**config.mk**
```make
export PLATFORM = sky130hd
export DESIGN_NAME = fpscr_unit
export DESIGN_NICKNAME = d
export VERILOG_FILES = /design/src/rtl/fpscr_unit.sv
export SDC_FILE = /design/constraint.sdc
export NUM_CORES = 1
export LEC_CHECK = 0
export BUFFER_PORTS_ARGS = -buffer_cell sky130_fd_sc_hd__buf_2
export CAP_MARGIN = 30
export CORE_ASPECT_RATIO = 0.6
export CORE_MARGIN = 2
export CORE_UTILIZATION = 56
export CTS_CLUSTER_SIZE = 28
export DETAILED_ROUTE_END_ITERATION = 8
export GPL_TIMING_DRIVEN = 0
export PLACE_DENSITY = 0.87
export SKIP_CTS_REPAIR_TIMING = 1
export SLEW_MARGIN = 25
export SYNTH_ARGS = -nofsm -noshare
export SYNTH_HDL_FRONTEND = slang
export SYNTH_SLANG_ARGS = --single-unit
export TNS_END_PERCENT = 10
```
**constraint.sdc**
```tcl
create_clock -name clk -period 3.45 [get_ports clk]
set_input_delay 0.69 -clock clk [delete_from_list [all_inputs] [get_ports clk]]
set_output_delay 0.69 -clock clk [all_outputs]
set_load 0.01 [all_outputs]
```
**src/rtl/fpscr_unit.sv**
```systemverilog
module fpscr_unit #(
  parameter int OPND_W = 64,
  parameter int NI_IDX = 29
) (
  input  logic              clk,
  input  logic              rst_n,
  input  logic              cmd_valid,
  input  logic [2:0]        cmd_op,
  input  logic [4:0]        cmd_idx,
  input  logic [2:0]        cmd_crf,
  input  logic [3:0]        cmd_imm,
  input  logic [7:0]        cmd_fmask,
  input  logic [OPND_W-1:0] cmd_src,
  output logic              cr_we,
  output logic [2:0]        cr_field,
  output logic [3:0]        cr_nib,
  output logic [OPND_W-1:0] rd_data,
  output logic              ni_on,
  output logic              ni_off
);
  localparam int RW     = 32;
  localparam int NF     = RW / 4;
  localparam int NI_POS = RW - 1 - NI_IDX;

  localparam logic [2:0] OP_SET  = 3'd0;
  localparam logic [2:0] OP_CLR  = 3'd1;
  localparam logic [2:0] OP_COPY = 3'd2;
  localparam logic [2:0] OP_IMM  = 3'd3;
  localparam logic [2:0] OP_MASK = 3'd4;
  localparam logic [2:0] OP_READ = 3'd5;

  logic [RW-1:0] fs_q, fs_d;
  logic [RW-1:0] bit_sel, fld_sel, merge_m, sticky_m, imm_sh;
  logic [4:0]    fld_sh;
  logic [3:0]    fld_val;

  assign fld_sh  = {~cmd_idx[2:0], 2'b00};
  assign bit_sel = 32'h8000_0000 >> cmd_idx;
  assign fld_sel = 32'h0000_000F << fld_sh;
  assign imm_sh  = {28'd0, cmd_imm} << fld_sh;
  assign fld_val = 4'(fs_q >> fld_sh);

  for (genvar i = 0; i < NF; i++) begin : g_mask
    assign merge_m[4*i +: 4] = {4{cmd_fmask[i]}};
  end

  always_comb begin
    case (cmd_idx[2:0])
      3'd0:    sticky_m = 32'h9000_0000;
      3'd1:    sticky_m = 32'h0F00_0000;
      3'd2:    sticky_m = 32'h00F0_0000;
      3'd3:    sticky_m = 32'h0008_0000;
      3'd5:    sticky_m = 32'h0000_0700;
      default: sticky_m = 32'h0000_0000;
    endcase
  end

  always_comb begin
    fs_d = fs_q;
    if (cmd_valid) begin
      case (cmd_op)
        OP_SET:  fs_d = fs_q | bit_sel;
        OP_CLR:  fs_d = fs_q & ~bit_sel;
        OP_COPY: fs_d = fs_q & ~sticky_m;
        OP_IMM:  fs_d = (fs_q & ~fld_sel) | imm_sh;
        OP_MASK: fs_d = (fs_q & ~merge_m) | (cmd_src[RW-1:0] & merge_m);
        default: fs_d = fs_q;
      endcase
    end
  end

  always_ff @(posedge clk) begin
    if (!rst_n) begin
      fs_q     <= '0;
      cr_we    <= 1'b0;
      cr_field <= '0;
      cr_nib   <= '0;
      rd_data  <= '0;
      ni_on    <= 1'b0;
      ni_off   <= 1'b0;
    end else begin
      fs_q   <= fs_d;
      cr_we  <= cmd_valid && (cmd_op == OP_COPY);
      ni_on  <= !fs_q[NI_POS] && fs_d[NI_POS];
      ni_off <= fs_q[NI_POS] && !fs_d[NI_POS];
      if (cmd_valid && cmd_op == OP_COPY) begin
        cr_field <= cmd_crf;
        cr_nib   <= fld_val;
      end
      if (cmd_valid && cmd_op == OP_READ)
        rd_data <= OPND_W'(fs_q);
    end
  end
endmodule


```
==> results of run 1 <==
## layer usage
metal	wire length, um	global-route usage [%]	vias up
met3	3420	17.2	117
met2	7990	56.9	527
met1	8170	54.4	2666
met5	11	0	-
met4	830	19.9	2
li1	-	-	2495
## critical path, stage by stage
cell      delay [ns]
buf_2           0.10
buf_4           0.17
buf_4           0.19
nand3_1         0.24
clkbuf_1        0.57
o221ai_1        0.28
o221a_2         0.31
## final cells by class
type                       count  area, um2  share of cell area [%]
buffer                        90        513                    8.38
clock buffer                   9        225                    3.68
clock inverter                 7       82.6                    1.35
inverter                       2       7.51                   0.123
multi-input combinational    490       3230                    52.8
sequential                    74       1480                    24.2
tap                          112        140                    2.29
timing repair buffer          88        440                    7.20
## kinds of logic (layout without fill, tap and decap cells)
logic type,Yosys count,count (layout)
AOI/OAI and AO/OA,205,205
other,1,32
buffers and inverters,92,196
muxes,60,60
DFF,74,74
and+or+nand+nor,193,193
## where the power goes
part           total (mW)  internal, mW  leakage, nW  switching [mW]
clock network        1.01         0.574        0.145           0.439
logic               0.427         0.170         1.80           0.257
registers           0.917         0.876        0.600          0.0409
total                2.36          1.62         2.55           0.737
## worst paths after layout
| check | end | depth (start not counted) | slack [ns] |
|---|---|---|---|
| worst max-delay path | fs_q[17] | 7 | 1.13 |
| worst min register to register | rd_data[29] | 2 | 0.45 |
| worst max register to register | cr_nib[2] | 4 | 1.95 |
| worst min-delay path | rd_data[29] | 2 | 0.45 |
## synthesized netlist by cell type, drive strengths merged, types with 5 or more instances
master | instances | area share, %
o211ai | 12 | 2.1
a221o | 6 | 1.2
nand2 | 105 | 7.7
dfxtp | 74 | 29
o22ai | 13 | 1.7
nor3b | 8 | 1.9
nor2b | 5 | 0.61
a221oi | 5 | 0.86
o21ai | 40 | 3.9
mux2i | 42 | 8.2
a21oi | 34 | 3.3
clkbuf | 29 | 2.1
a21boi | 35 | 5.1
o221ai | 6 | 1.0
buf | 61 | 7.9
nor3 | 12 | 1.4
nand3 | 12 | 1.2
a31oi | 5 | 0.61
nor2 | 24 | 1.8
mux2 | 10 | 2.2
mux4 | 8 | 3.5
o211a | 8 | 1.6
a211oi | 24 | 3.5
## per-stage QoR
| step | instances | setup slack, ns | cell area, um2 | utilization (%) |
|---|---|---|---|---|
| 2_1_floorplan | 656 | 1.44 | 5230 | - |
| 3_3_place_gp | 856 | 0.846 | 5810 | 66.9 |
| 3_5_place_dp | 856 | 0.851 | 5810 | 66.9 |
| 4_1_cts | 872 | 1.22 | 6120 | 70.5 |
| 5_1_grt | 872 | 1.08 | 6120 | 70.5 |
| 6_report | 872 | 1.13 | 6120 | 70.5 |
## flip-flops by register name, summed over array words and instances (netlist names)
signal and cells:
cr_field 3, cr_nib 4, cr_we 1, fs_q 32, ni_off 1, ni_on 1
rd_data 32
## layout by cell type (no fill, tap or decap), types with 23 or more instances in the layout
| cell | n |
|---|---|
| buf_4 | 37 |
| a21boi_1 | 26 |
| buf_2 | 105 |
| dfxtp_1 | 74 |
| clkbuf_1 | 29 |
| nand2_1 | 105 |
| mux2i_1 | 42 |
| conb_1 | 32 |
| o21ai_0 | 38 |
| a21oi_1 | 34 |
| nor2_1 | 23 |
| a211oi_1 | 24 |
==> reports/results.ini, run 1 <==
[clocking]
cts_buffer_depth = 2
cts_made_buffers = 9
cts.root.buffer_cell = clkbuf_16
cts_tree = yes
cts_sinks = 74
ctsHtreeMaxLevel = 3
clk_pin_slew_ns = 0.07
clock_latency_ns = 0.35

[worst_setup_path]
required_ns = 3.69
crit-reg2reg-launch = fs_q[10]
arrival_ns = 2.57
crit_path_start = cmd_op[0]
cp-end-kind = register
worst_setup_path_start_kind = input port
crit_type = input port to register
cp_max_fo = 10

[sta]
setup_viol = 0
period_needed_ns = 2.32
hold_viol_final = 0
fin_crit_sh_pct = 67.3
hold_slack_ns = 0.454
rsz0062_at_grt = false
worstMarginPinSlew_ns = 0.788
fin_setup_tns_ns = 0
report.final.slew_viol_count = 0
slew_headroom_pct = 47.5
max_freq_mhz = 431
skew_ns = 0.00616

[placement]
gp_congestion = 0.981
numPortBuffers = 88
dp_hpwl_um = 14600

[global_routing]
grt_usage_pct = 40.9
grt-ovfl-total = 0
antenna_found_initial = 1
grt_pass1_wl_um = 30900
first_global_vias = 5589
grt_max_degree = 16

[synth]
yosysUniqueCellTypes = 58
synth.mux.area_fraction_pct = 13.9
synth_compound_area_share_pct = 28.0
avgSynthCellArea_um2 = 8.19
synth_top_family_by_area = compound AO/OA/AOI/OAI gates
async_flop_share_pct = 0
synth-edff-count = 0
synth_simple_gate_area_share_pct = 18.8
yosysWarnings = 0
syn-cell-area_mm2 = 0.00512
syn_inst = 625
synth_xor_area_share_pct = 0
synth_ff_type = dfxtp_1
synth_fa_ha_area_share_pct = 0
seq_area_frac_synth_pct = 29.0
ys_ff_latch = 74

[run_status]
outcome = completed

[floorplanning]
rows = 26
die_y_um = 78.0
die_area_mm2 = 0.00994
initial_core_util_pct = 58.9
core_area_mm2 = 0.00869
fp.dieW_um = 127
io_pins = 164

[job]
maxCapViolCount = 0

[route]
drc = 0
postRouteWirelength_um = 20400
post_drt_wl_per_cell_um = 23.4
ant_nets = 0
num_vias = 5807
drt-pass1-iter-count = 7
drt_iter0_drc = 809
vias_per_cell = 6.66

[power]
leakagePower_nw = 2.55
powerDensity_mw_per_mm2 = 385
total_power_mw = 2.36
vdd_drop_max_uv = 267

[finish]
finalNetCount = 845
antenna_cells = 0
drive_gt1_share_pct = 26.3
syn2layout_area_growth_pct = 19.6
n_fill_cell = 672

[min_path]
hp-start = rd_data[29]
hold_class = register to register

(Power assumes the default switching activity.)
==> run 2, diff against run 1 <==
ABC_AREA = 1   (was not set)
CORE_UTILIZATION = 52   (was 56)
PLACE_DENSITY = 0.81   (was 0.87)
clock period = 2.3 ns   (was 3.45 ns; I/O delays follow)
==> reports/results.ini, run 2 <==
[power]
powerDensity_mw_per_mm2 = 603
total_power_mw = 3.74
p_sw_share_pct = 30.3
vdd_drop_max_uv = 379
p_int_mw = 2.61
netSwitchingPower_mw = 1.13
leakagePower_nw = 2.89
clkPwrFrac_pct = 44.3
p_comb_share_pct = 19.3
p_seq_share_pct = 36.4

[clocking]
clock_latency_ns = 0.34
clk_pin_slew_ns = 0.06
ctsHtreeMaxLevel = 3
cts_tree = yes
cts_made_buffers = 9
cts_buffer_depth = 2
cts_sinks = 74
cts.root.buffer_cell = clkbuf_16

[route]
num_vias = 6623
post_drt_wl_per_cell_um = 18.6
drc = 0
drt-pass1-iter-count = 6
postRouteWirelength_um = 21300
ant_nets = 0
drt_iter0_drc = 1081
vias_per_cell = 5.77

[synth]
syn_inst = 879
synth_xor_area_share_pct = 0
synth_fa_ha_area_share_pct = 0
yosysWarnings = 0
synth_compound_area_share_pct = 23.5
avgSynthCellArea_um2 = 5.83
synth_most_common_cell = nand2_1
syn-cell-area_mm2 = 0.00512
ys_ff_latch = 74
yosysTopAreaCell = dfxtp_1
yosys-top-cells-area = dfxtp_1 29%, nand2_1 17%, a21oi_1 12%
async_flop_share_pct = 0
yosysUniqueCellTypes = 22
synth-edff-count = 0
synth.mux.area_fraction_pct = 0
synth.top_cell.area_share_pct = 28.9
synthTopCellsByCount = 237 x nand2_1, 123 x a21oi_1, 101 x nand3_1, 83 x o21ai_0, 74 x dfxtp_1
synth_top_family_by_area = simple AND/OR/NAND/NOR gates
synth_simple_gate_area_share_pct = 33.6
seq_area_frac_synth_pct = 28.9
synth_ff_type = dfxtp_1

[finish]
layout_commonest_cell = nand2_1
top_regs = fs_q x32, rd_data x32, cr_nib x4
n_fill_cell = 890
fin_area_mm2 = 0.00621
final_util_pct = 66.3
antenna_cells = 0
multi_input_area_mm2 = 0.00305
syn2layout_area_growth_pct = 21.2
finalNetCount = 1104
layout_common_cells = 237 x nand2_1, 123 x a21oi_1, 109 x buf_2
seqCellArea_mm2 = 0.00148
drive_gt1_share_pct = 16.4

[floorplanning]
rows = 27
io_pins = 164
die_y_um = 80.9
core_area_mm2 = 0.00936
die_area_mm2 = 0.0107
initial_core_util_pct = 54.7
fp.dieW_um = 132

[placement]
placed_area_mm2 = 0.00587
numPortBuffers = 93
gp_congestion = 1.08
dp_hpwl_um = 15700

[worst_setup_path]
critPathMostFrequentCell = nand3_1
arrival_ns = 2.36
critPathTopFamily = simple AND/OR/NAND/NOR gates
cp_max_fo = 10
critPathMaxStageDelay_ns = 0.81
worstPathCellList = buf_2, nand2_2, nor2_1, nand3_1, o21ai_0, nand3_1, nand2_1, inv_1
crit_type = input port to register
critical_path_buf_inv_count = 2
cp_slowest_cell = nor2_1
cp-end-kind = register
required_ns = 2.54
ff2ff_setup_slack_ns = 0.90
worst_setup_path_start_kind = input port

[run_status]
outcome = completed

[global_routing]
grt_usage_pct = 39.6
first_global_vias = 5631
antenna_found_initial = 0
grt_pass1_wl_um = 32100
grt-ovfl-total = 0
grt_max_degree = 14

[sta]
hold_slack_ns = 0.341
fin_crit_sh_pct = 92.1
skew_ns = 0.00594
slew_headroom_pct = 32.6
worstMarginPinSlew_ns = 1.01
period_needed_ns = 2.12
setup_viol = 0
rsz0062_at_grt = false
report.final.slew_viol_count = 0
max_freq_mhz = 472
hold_viol_final = 0
fin_setup_tns_ns = 0

[job]
maxCapViolCount = 0

[min_path]
hold_class = input port to register

[run 2: worst reg2reg max path, cell delays in order (launching register included)]
cell	delay, ns
dfxtp_1	0.34
inv_1	0.14
nor2_1	0.06
a21oi_1	0.28
nand3_1	0.19
nand3_1	0.16
a21oi_1	0.08
[run 2: path summary, 6_finish.rpt]
path                    from           to  depth (start not counted)
setup reg to reg     fs_q[0]    cr_nib[0]                          6
hold reg to reg      fs_q[2]        ni_on                          1
setup / recovery  cmd_idx[0]     fs_q[12]                          8
hold / removal    cmd_crf[0]  cr_field[0]                          3
[run 2: layout make-up]
class | instances | area share [%]
Multi-Input combinational cell | 684 | 49.1
Sequential cell | 74 | 23.9
Timing Repair Buffer | 93 | 7.50
Buffer | 78 | 6.98
Inverter | 74 | 4.48
Clock buffer | 9 | 3.63
Tap cell | 130 | 2.62
Clock inverter | 6 | 1.85
[run 2: per-layer routing]
layer / vias to the layer above / GRT usage (%) / part of all wire [%]
met5: - / 0 / 0
met1: 2877 / 57.0 / 43
li1: 3097 / - / -
met3: 64 / 16.3 / 18
met4: 0 / 12.2 / 2.5
met2: 585 / 52.7 / 37
[run 2: logic make-up (layout without fill, tap and decap cells)]
kind of cell,Yosys count,in the layout
AOI/OAI and AO/OA,239,239
buffers and inverters,152,260
DFF,74,74
other,1,32
and+or+nand+nor,413,413
[run 2: stage by stage]
stage                     setup slack, ns  instances
after floorplan                     0.704        910
final                               0.182       1148
after global placement            -0.0135       1133
after CTS                           0.342       1148
after detailed placement         -0.00517       1133
after global routing                0.162       1148
[run 2: power groups by stage]
| stage | Clock (mW) | Sequential [mW] | Combinational [mW] |
|---|---|---|---|
| 2_1_floorplan | 0 | 1.40 | 0.422 |
| 3_3_place_gp | 0 | 1.39 | 0.675 |
| 3_5_place_dp | 0 | 1.39 | 0.678 |
| 4_1_cts | 1.64 | 1.36 | 0.683 |
| 5_1_grt | 1.71 | 1.37 | 0.774 |
| 6_report | 1.66 | 1.36 | 0.723 |
==> run 3, diff against run 2 <==
SETUP_SLACK_MARGIN = 0.5   (was not set)
clock period = 2.31 ns   (was 2.3 ns; I/O delays follow)
==> reports/results.ini, run 3 (same netlist as run 2, synthesis figures left out) <==
[power]
p_seq_share_pct = 36.2
clkPwrFrac_pct = 44.3
leakagePower_nw = 2.93
powerDensity_mw_per_mm2 = 599
vdd_drop_max_uv = 381
p_comb_share_pct = 19.5
netSwitchingPower_mw = 1.14
p_sw_share_pct = 30.5
p_int_mw = 2.60

[route]
postRouteWirelength_um = 21600
ant_nets = 0
drt_iter0_drc = 1188
drc = 0
vias_per_cell = 5.86
drt-pass1-iter-count = 6
post_drt_wl_per_cell_um = 18.7
num_vias = 6741

[floorplanning]
die_area_mm2 = 0.0107
rows = 27
fp.dieW_um = 132
die_y_um = 80.9
core_area_mm2 = 0.00936
initial_core_util_pct = 54.7
io_pins = 164

[finish]
finalNetCount = 1107
syn2layout_area_growth_pct = 22.3
drive_gt1_share_pct = 17.5
top_regs = fs_q x32, rd_data x32, cr_nib x4
stdcell_count = 1151
layout_commonest_cell = nand2_1
fin_area_mm2 = 0.00626
antenna_cells = 0
layout_common_cells = 237 x nand2_1, 123 x a21oi_1, 109 x buf_2

[sta]
max_freq_mhz = 527
rsz0062_at_grt = true
slew_headroom_pct = 41.8
setup_viol = 0
hold_viol_final = 0
worstMarginPinSlew_ns = 0.867
period_needed_ns = 1.90
report.final.slew_viol_count = 0
hold_slack_ns = 0.340
setup_ws_ns = 0.414
fin_crit_sh_pct = 82.1
skew_ns = 0.00652

[clocking]
cts.root.buffer_cell = clkbuf_16
clk_pin_slew_ns = 0.06
ctsHtreeMaxLevel = 3
cts_made_buffers = 9
cts_tree = yes
clock_latency_ns = 0.35
cts_sinks = 74
cts_buffer_depth = 2

[run_status]
outcome = completed

[placement]
dp_cells = 1133
numPortBuffers = 93
gp_congestion = 1.08
placed_area_mm2 = 0.00587
dp_hpwl_um = 15700
dp_slack_ns = 0.00283

[worst_setup_path]
cp_max_fo = 10
cp-end-kind = register
arrival_ns = 2.11
crit_type = input port to register
worst_setup_path_start_kind = input port
required_ns = 2.52

[global_routing]
antenna_found_initial = 0
grt_max_degree = 14
grt_usage_pct = 39.6
first_global_vias = 5631
grt-ovfl-total = 0
grt_pass1_wl_um = 32100

[job]
maxCapViolCount = 0

[min_path]
hold_class = input port to register

## run 3: cell types whose count changed in the layout (fill, tap and decap cells not counted)
cell / delta
nor2_2: +1
nor2_4: +2
nor2_1: -3
a21oi_4: +1
buf_1: -1
clkbuf_2: +6
buf_4: +3
a21oi_2: -1
clkbuf_1: -5
## run 3: area by class of cell
cell class              instances  area, um2
fillers                       888       3100
multi-input cells             684       3070
flip-flops and latches         74       1480
repair buffers                 96        488
plain buffers                  78        440
inverters                      74        278
clock buffers                   9        225
well taps                     130        163
clock inverters                 6        115
## run 3: final timing paths
kind,start,end,slack (ns),cells after the start
min reg2reg,fs_q[2],ni_on,0.46,1
max reg2reg,fs_q[0],cr_nib[0],0.89,6
min,cmd_crf[0],cr_field[0],0.34,3
max,cmd_op[2],rd_data[6],0.41,5
## run 3: power groups by stage
| stage | logic (mW) | clock network, mW | registers (mW) |
|---|---|---|---|
| floorplan | 0.420 | 0 | 1.39 |
| global placement | 0.672 | 0 | 1.38 |
| detailed placement | 0.675 | 0 | 1.38 |
| CTS | 0.680 | 1.64 | 1.36 |
| global route | 0.782 | 1.70 | 1.36 |
| finish | 0.732 | 1.66 | 1.36 |
## run 3: per-stage QoR
stage | power [mW] | setup TNS (ns) | util, %
3_3_place_gp | 2.05 | -0.00545 | 62.7
6_report | 3.75 | 0 | 66.9
2_1_floorplan | 1.81 | 0 | -
4_1_cts | 3.67 | 0 | 66.3
3_5_place_dp | 2.06 | 0 | 62.7
5_1_grt | 3.84 | 0 | 66.9
## run 3: critical path, stage by stage
cell,delay (ns)
buf_2,0.15
inv_2,0.10
nor4_4,0.73
clkbuf_1,0.50
a21oi_1,0.16
## run 3: per-layer routing
layer	track usage (%)	wire length [um]	vias up
li1	-	-	3109
met1	57.0	9200	2947
met2	52.7	7980	617
met3	16.3	3810	68
met4	12.2	583	0
met5	0	0	-
